==> src/rtl/vl_csr_pkg.sv <==
package vl_csr_pkg;

    localparam int CSR_ADDR_W = 12;
    localparam int REG_IDX_W  = 5;
    localparam int IMM_W      = 5;

    typedef enum logic [2:0] {
        OP_RSVD0 = 3'b000,
        OP_SWAP  = 3'b001,
        OP_SET   = 3'b010,
        OP_CLR   = 3'b011,
        OP_RSVD4 = 3'b100,
        OP_SWAPI = 3'b101,
        OP_SETI  = 3'b110,
        OP_CLRI  = 3'b111
    } csr_op_e;

    typedef enum logic [1:0] {
        MOD_WRITE = 2'd0,
        MOD_SET   = 2'd1,
        MOD_CLEAR = 2'd2
    } modify_e;

    typedef enum logic [1:0] {
        ST_IDLE    = 2'd0,
        ST_ANSWER  = 2'd1,
        ST_DECLINE = 2'd2
    } rsp_state_e;

endpackage

==> src/rtl/vl_csr_decode.sv <==
module vl_csr_decode
    import vl_csr_pkg::*;
#(
    parameter logic [CSR_ADDR_W-1:0] PRIMARY_ADDR = 12'h8C0,
    parameter logic [CSR_ADDR_W-1:0] ALIAS_ADDR   = 12'h8C1
) (
    input  logic [2:0]            op,
    input  logic [CSR_ADDR_W-1:0] addr,
    output logic                  claimed,
    output logic                  is_alias,
    output logic                  use_imm,
    output modify_e               kind
);
    logic op_ok;
    logic hit_primary;
    logic hit_alias;

    assign hit_primary = (addr == PRIMARY_ADDR);
    assign hit_alias   = (addr == ALIAS_ADDR);

    always_comb begin
        op_ok   = 1'b1;
        use_imm = 1'b0;
        kind    = MOD_WRITE;
        unique case (csr_op_e'(op))
            OP_SWAP:  kind = MOD_WRITE;
            OP_SET:   kind = MOD_SET;
            OP_CLR:   kind = MOD_CLEAR;
            OP_SWAPI: begin kind = MOD_WRITE; use_imm = 1'b1; end
            OP_SETI:  begin kind = MOD_SET;   use_imm = 1'b1; end
            OP_CLRI:  begin kind = MOD_CLEAR; use_imm = 1'b1; end
            OP_RSVD0, OP_RSVD4: op_ok = 1'b0;
            default:  op_ok = 1'b0;
        endcase
    end

    assign claimed  = (hit_primary || hit_alias) && op_ok;
    assign is_alias = hit_alias;

endmodule

==> src/rtl/vl_clamp.sv <==
module vl_clamp #(
    parameter int XLEN   = 64,
    parameter int MAX_VL = 64,
    parameter int VL_W   = $clog2(XLEN + 1)
) (
    input  logic [XLEN-1:0] raw,
    output logic [VL_W-1:0] capped
);
    localparam logic [XLEN-1:0] LIMIT_X = XLEN'(MAX_VL);
    localparam logic [VL_W-1:0] LIMIT_V = VL_W'(MAX_VL);

    always_comb begin
        if (raw > LIMIT_X) capped = LIMIT_V;
        else               capped = raw[VL_W-1:0];
    end

endmodule

==> src/rtl/vl_csr_update.sv <==
module vl_csr_update
    import vl_csr_pkg::*;
#(
    parameter int XLEN   = 64,
    parameter int MAX_VL = 64,
    parameter int VL_W   = $clog2(XLEN + 1)
) (
    input  logic [VL_W-1:0] cur_vl,
    input  logic [XLEN-1:0] src,
    input  modify_e         kind,
    input  logic            is_alias,
    output logic            do_write,
    output logic [VL_W-1:0] next_vl,
    output logic [XLEN-1:0] ret_val
);
    logic [XLEN-1:0] cur_x;
    logic [XLEN-1:0] raw;
    logic [VL_W-1:0] capped;

    assign cur_x = XLEN'(cur_vl);

    always_comb begin
        unique case (kind)
            MOD_WRITE: raw = src;
            MOD_SET:   raw = cur_x | src;
            MOD_CLEAR: raw = cur_x & ~src;
            default:   raw = src;
        endcase
    end

    vl_clamp #(
        .XLEN   (XLEN),
        .MAX_VL (MAX_VL),
        .VL_W   (VL_W)
    ) u_clamp (
        .raw    (raw),
        .capped (capped)
    );

    // a set or clear with nothing to set or clear is a pure read
    assign do_write = (kind == MOD_WRITE) || (src != '0);
    assign next_vl  = do_write ? capped : cur_vl;
    assign ret_val  = is_alias ? cur_x : XLEN'(next_vl);

endmodule

==> src/rtl/vl_csr_unit.sv <==
module vl_csr_unit
    import vl_csr_pkg::*;
#(
    parameter int XLEN   = 64,
    parameter int RF_LEN = 32,
    parameter int MAX_VL = 64,
    parameter logic [CSR_ADDR_W-1:0] PRIMARY_ADDR = 12'h8C0,
    parameter logic [CSR_ADDR_W-1:0] ALIAS_ADDR   = 12'h8C1,
    localparam int VL_W = $clog2(XLEN + 1)
) (
    input  logic                  clk,
    input  logic                  rst_n,
    input  logic                  req_valid,
    input  logic [2:0]            req_op,
    input  logic [CSR_ADDR_W-1:0] req_addr,
    input  logic [XLEN-1:0]       req_rs1_val,
    input  logic [IMM_W-1:0]      req_zimm,
    input  logic [REG_IDX_W-1:0]  req_rd,
    output logic                  rsp_valid,
    output logic [XLEN-1:0]       rsp_data,
    output logic [REG_IDX_W-1:0]  rsp_rd,
    output logic                  rsp_wen,
    output logic                  rsp_not_mine,
    output logic [VL_W-1:0]       vl_o
);
    if (RF_LEN < 1 || RF_LEN > MAX_VL || MAX_VL > XLEN) begin : g_cfg_bad
        $error("vl_csr_unit: need 1 <= RF_LEN <= MAX_VL <= XLEN");
    end

    rsp_state_e state_q, state_d;

    logic                 claimed;
    logic                 is_alias;
    logic                 use_imm;
    modify_e              kind;
    logic [XLEN-1:0]      src;
    logic                 do_write;
    logic [VL_W-1:0]      next_vl;
    logic [XLEN-1:0]      ret_val;

    logic [VL_W-1:0]      vl_q;
    logic [XLEN-1:0]      data_q;
    logic [REG_IDX_W-1:0] rd_q;
    logic                 wen_q;

    vl_csr_decode #(
        .PRIMARY_ADDR (PRIMARY_ADDR),
        .ALIAS_ADDR   (ALIAS_ADDR)
    ) u_decode (
        .op       (req_op),
        .addr     (req_addr),
        .claimed  (claimed),
        .is_alias (is_alias),
        .use_imm  (use_imm),
        .kind     (kind)
    );

    assign src = use_imm ? XLEN'(req_zimm) : req_rs1_val;

    vl_csr_update #(
        .XLEN   (XLEN),
        .MAX_VL (MAX_VL),
        .VL_W   (VL_W)
    ) u_update (
        .cur_vl   (vl_q),
        .src      (src),
        .kind     (kind),
        .is_alias (is_alias),
        .do_write (do_write),
        .next_vl  (next_vl),
        .ret_val  (ret_val)
    );

    // next-state logic
    always_comb begin
        state_d = ST_IDLE;
        unique case (state_q)
            ST_IDLE, ST_ANSWER, ST_DECLINE: begin
                if (req_valid) state_d = claimed ? ST_ANSWER : ST_DECLINE;
                else           state_d = ST_IDLE;
            end
            default: state_d = ST_IDLE;
        endcase
    end

    // state register
    always_ff @(posedge clk or negedge rst_n) begin
        if (!rst_n) state_q <= ST_IDLE;
        else        state_q <= state_d;
    end

    // length register and captured response
    always_ff @(posedge clk or negedge rst_n) begin
        if (!rst_n) begin
            vl_q   <= VL_W'(MAX_VL);
            data_q <= '0;
            rd_q   <= '0;
            wen_q  <= 1'b0;
        end else if (req_valid && claimed) begin
            if (do_write) vl_q <= next_vl;
            data_q <= ret_val;
            rd_q   <= req_rd;
            wen_q  <= (req_rd != '0);
        end
    end

    // outputs by state
    always_comb begin
        rsp_valid    = 1'b0;
        rsp_data     = '0;
        rsp_rd       = '0;
        rsp_wen      = 1'b0;
        rsp_not_mine = 1'b0;
        unique case (state_q)
            ST_IDLE: ;
            ST_ANSWER: begin
                rsp_valid = 1'b1;
                rsp_data  = data_q;
                rsp_rd    = rd_q;
                rsp_wen   = wen_q;
            end
            ST_DECLINE: rsp_not_mine = 1'b1;
            default: ;
        endcase
    end

    assign vl_o = vl_q;

endmodule

==> config.mk <==
export PLATFORM = sky130hd
export DESIGN_NAME = vl_csr_unit
export DESIGN_NICKNAME = d
export VERILOG_FILES = /design/src/rtl/vl_csr_pkg.sv /design/src/rtl/vl_csr_decode.sv /design/src/rtl/vl_clamp.sv /design/src/rtl/vl_csr_update.sv /design/src/rtl/vl_csr_unit.sv
export SDC_FILE = /design/constraint.sdc
export NUM_CORES = 1
export LEC_CHECK = 0
export ABC_AREA = 1
export BUFFER_PORTS_ARGS = -buffer_cell sky130_fd_sc_hd__buf_2
export CAP_MARGIN = 20
export CORE_UTILIZATION = 45
export DETAILED_ROUTE_END_ITERATION = 16
export PLACE_DENSITY = 0.95
export SLEW_MARGIN = 15
export SYNTH_ARGS = -nofsm -noshare
export SYNTH_HDL_FRONTEND = slang
export SYNTH_SLANG_ARGS = --single-unit
export TNS_END_PERCENT = 20
==> constraint.sdc <==
create_clock -name clk -period 2.1 [get_ports clk]
set_input_delay 0.42 -clock clk [delete_from_list [all_inputs] [get_ports clk]]
set_output_delay 0.42 -clock clk [all_outputs]
set_load 0.1 [all_outputs]
==> flow_summary_export.csv <==
group,metric,value,unit
sta,final-hold-violation-count,0,
routing,vias,2505,
layout,fillers,444,
layout,seq_area,551.8,µm²
floorplan,num_rows,25,
sta,setup_ws,80.54,ps
clock_network,cts_max_level,1,
routing,drtIter0Drc,90,
routing,ant_nets,0,
floorplan,die_w,74.42,µm
floorplan,die_h,74.42,µm
floorplan,core_area,0.004880,mm²
setup_path,slowest_delay,400,ps
setup_path,crit_path_top_delay_cell,"dfrtp_1",
layout,stdcell_count,559,
place,port_buffers,113,
place,place_congestion,0.9145,
clock_network,cts_tree,"yes",
logic_synthesis,synth_cell_types,36,
sta,min_period_over_period,96.16,%
setup_path,endpoint_kind,"output port",
sta,fin_crit,2019,ps
min_path,hp-class,"primary input to asynchronous set/reset pin",
place,dpl.cell_count,555,
clock_network,clock_path_buffers,2,
layout,final_common_cell,"buf_2",
global_routing,grt_max_degree,23,
layout,utilization,60.82,%
setup_path,path_cells,"inv_1, nand2_1, nor2_1, clkbuf_4",
layout,drive_above_1_share,34.15,%
pwr,p_per_area,494.3,mW/mm²
global_routing,antenna_found_initial,0,
logic_synthesis,yosysTopAreaCellShare,22.27,%
floorplan,design.die.area,0.005538,mm²
clock_network,clk_pin_slew,80,ps
global_routing,globalRouteOverflowTotal,0,
sta,finalSetupViolations,0,
flow_run,drv_cap,0,
setup_path,critPathLaunchType,"register",
logic_synthesis,synthCells,367,
setup_path,critPathKind,"register to output port",
layout,syn_to_final_growth,25.77,%
global_routing,grt_usage,21.91,%
place,dp_slack,-50.38,ps
layout,mostFrequentLayoutCells,"buf_2, nand2_1, nor2_1, conb_1, inv_1",
floorplan,pin_count,171,
layout,insertedDiodeCount,0,
logic_synthesis,syn_area,0.002360,mm²
logic_synthesis,ys_ff_latch,22,
routing,drtPass1Iterations,4,
global_routing,grt_pass1_vias,2393,
sta,finalMaxSlewViolations,0,
clock_network,cts_buffers,3,
setup_path,cp.required,1680,ps
layout,nets,588,
clock_network,clock-sinks,22,
layout,multiInputGateArea,0.001408,mm²
logic_synthesis,yosysTopAreaCell,"dfrtp_1",
clock_network,cts_setup_buffers,0,
clock_network,root_buffer,"clkbuf_8",
logic_synthesis,yosys_warnings,0,
clock_network,cts_hold_buffers,0,
logic_synthesis,syn_area_per_cell,6.430,µm²
global_routing,grt_pass1_wl,9673,µm
outcome,status,"completed",
setup_path,cp_max_fo,14,
pwr,leakage,1.806,nW
sta,final.setup_skew,2.746,ps
routing,drc,0,
logic_synthesis,yosysSeqAreaShare,23.38,%
logic_synthesis,yosys-top-cells-area,"dfrtp_1, buf_4, nand2_1",
clock_network,clock_latency,260,ps
place,dp_hpwl,4969,µm
floorplan,start_util,48.36,%
pwr,peakVddDrop,252.6,µV
sta,max_freq,495.2,MHz
setup_path,arrival,1600,ps
routing,wl_per_cell,10.46,µm
routing,via_per_inst,4.481,
pwr,total_power,1.467,mW
routing,routed_wirelength,5848,µm
==> cell usage after synthesis, drive strengths merged <==
library cell and instances:
inv 45, buf 60, nand4 4, nor4 2
and2 1, nand2 100, conb 1, nor3 1
o21a 1, ha 3, nand3b 2, or4 1
nand3 17, clkbuf 1, nor2 74, a21oi 13
dfrtp 21, a21boi 3, or2 1, a31oi 1
o21ai 13, dfstp 1, a221oi 1
==> stage by stage <==
| step | setup TNS, ps | cell area (µm²) | hold WS, ps |
|---|---|---|---|
| floorplan | -3302 | 2570 | 124.4 |
| global placement | 0 | 2880 | 404.0 |
| detailed placement | -307.2 | 2880 | 404.6 |
| CTS | 0 | 2928 | 119.8 |
| global route | -26.63 | 2968 | 139.8 |
| finish | 0 | 2968 | 106.7 |
==> power by group <==
| group | total, mW | leakage (nW) | internal (mW) | switching, mW |
|---|---|---|---|---|
| logic | 0.765 | 1.55 | 0.146 | 0.619 |
| registers | 0.430 | 0.234 | 0.428 | 0.00251 |
| clock network | 0.271 | 0.0228 | 0.135 | 0.136 |
| total | 1.47 | 1.81 | 0.709 | 0.758 |
==> area by class of cell <==
type	instances	share of cell area, %
multi-input combinational	295	47.43
tap	67	2.825
clock buffer	4	1.518
timing repair buffer	126	23.95
sequential	22	18.59
inverter	45	5.691
==> routing by layer <==
| metal | share of wire [%] | up-vias | global-route usage [%] |
|---|---|---|---|
| met1 | 42 | 1104 | 25.81 |
| met4 | 2.4 | 0 | 7.338 |
| li1 | - | 1266 | - |
| met5 | 0 | - | 0 |
| met2 | 49 | 114 | 39.24 |
| met3 | 7.0 | 21 | 4.743 |
==> final timing paths <==
| kind | slack [ps] | cells after the start | endpoint | startpoint |
|---|---|---|---|---|
| setup / recovery | 80 | 4 | rsp_rd[2] | state_q[1]$_DFF_PN0_ |
| hold / removal | 110 | 1 | rd_q[3]$_DFFE_PN0P_ | rst_n |
| setup reg to reg | 740 | 8 | data_q[3]$_DFFE_PN0P_ | vl_o[6]$_DFFE_PN1P_ |
| hold reg to reg | 500 | 1 | state_q[0]$_DFF_PN0_ | state_q[1]$_DFF_PN0_ |
| max in group asynchronous | 1640 | 1 | vl_o[6]$_DFFE_PN1P_ | rst_n |
| min in group clk | 380 | 3 | rd_q[1]$_DFFE_PN0P_ | req_rd[1] |
==> worst max-delay path: cells and delay by family, from the launching register on <==
kind	cells	cell delay (ps)
buf+inv	2	450
flops	1	400
simple gates	2	470
==> registers in the layout (all words and copies together) (netlist names) <==
signal and count:
state_q 2, rd_q 5, vl_o 7, data_q 7
wen_q 1
==> repair_timing <==
item                       4_1_cts  5_1_grt
resized for setup                1       16
setup endpoints to repair        1       20
cloned                           0        0
pin swaps                        0        2
==> cell families after synthesis <==
group | share of synthesized area (%)
buf+inv | 26.30
flops | 23.38
compound gates | 8.855
other cells | 0.1589
fa+ha+maj | 1.591
simple gates | 39.71
(Power assumes the default switching activity.)
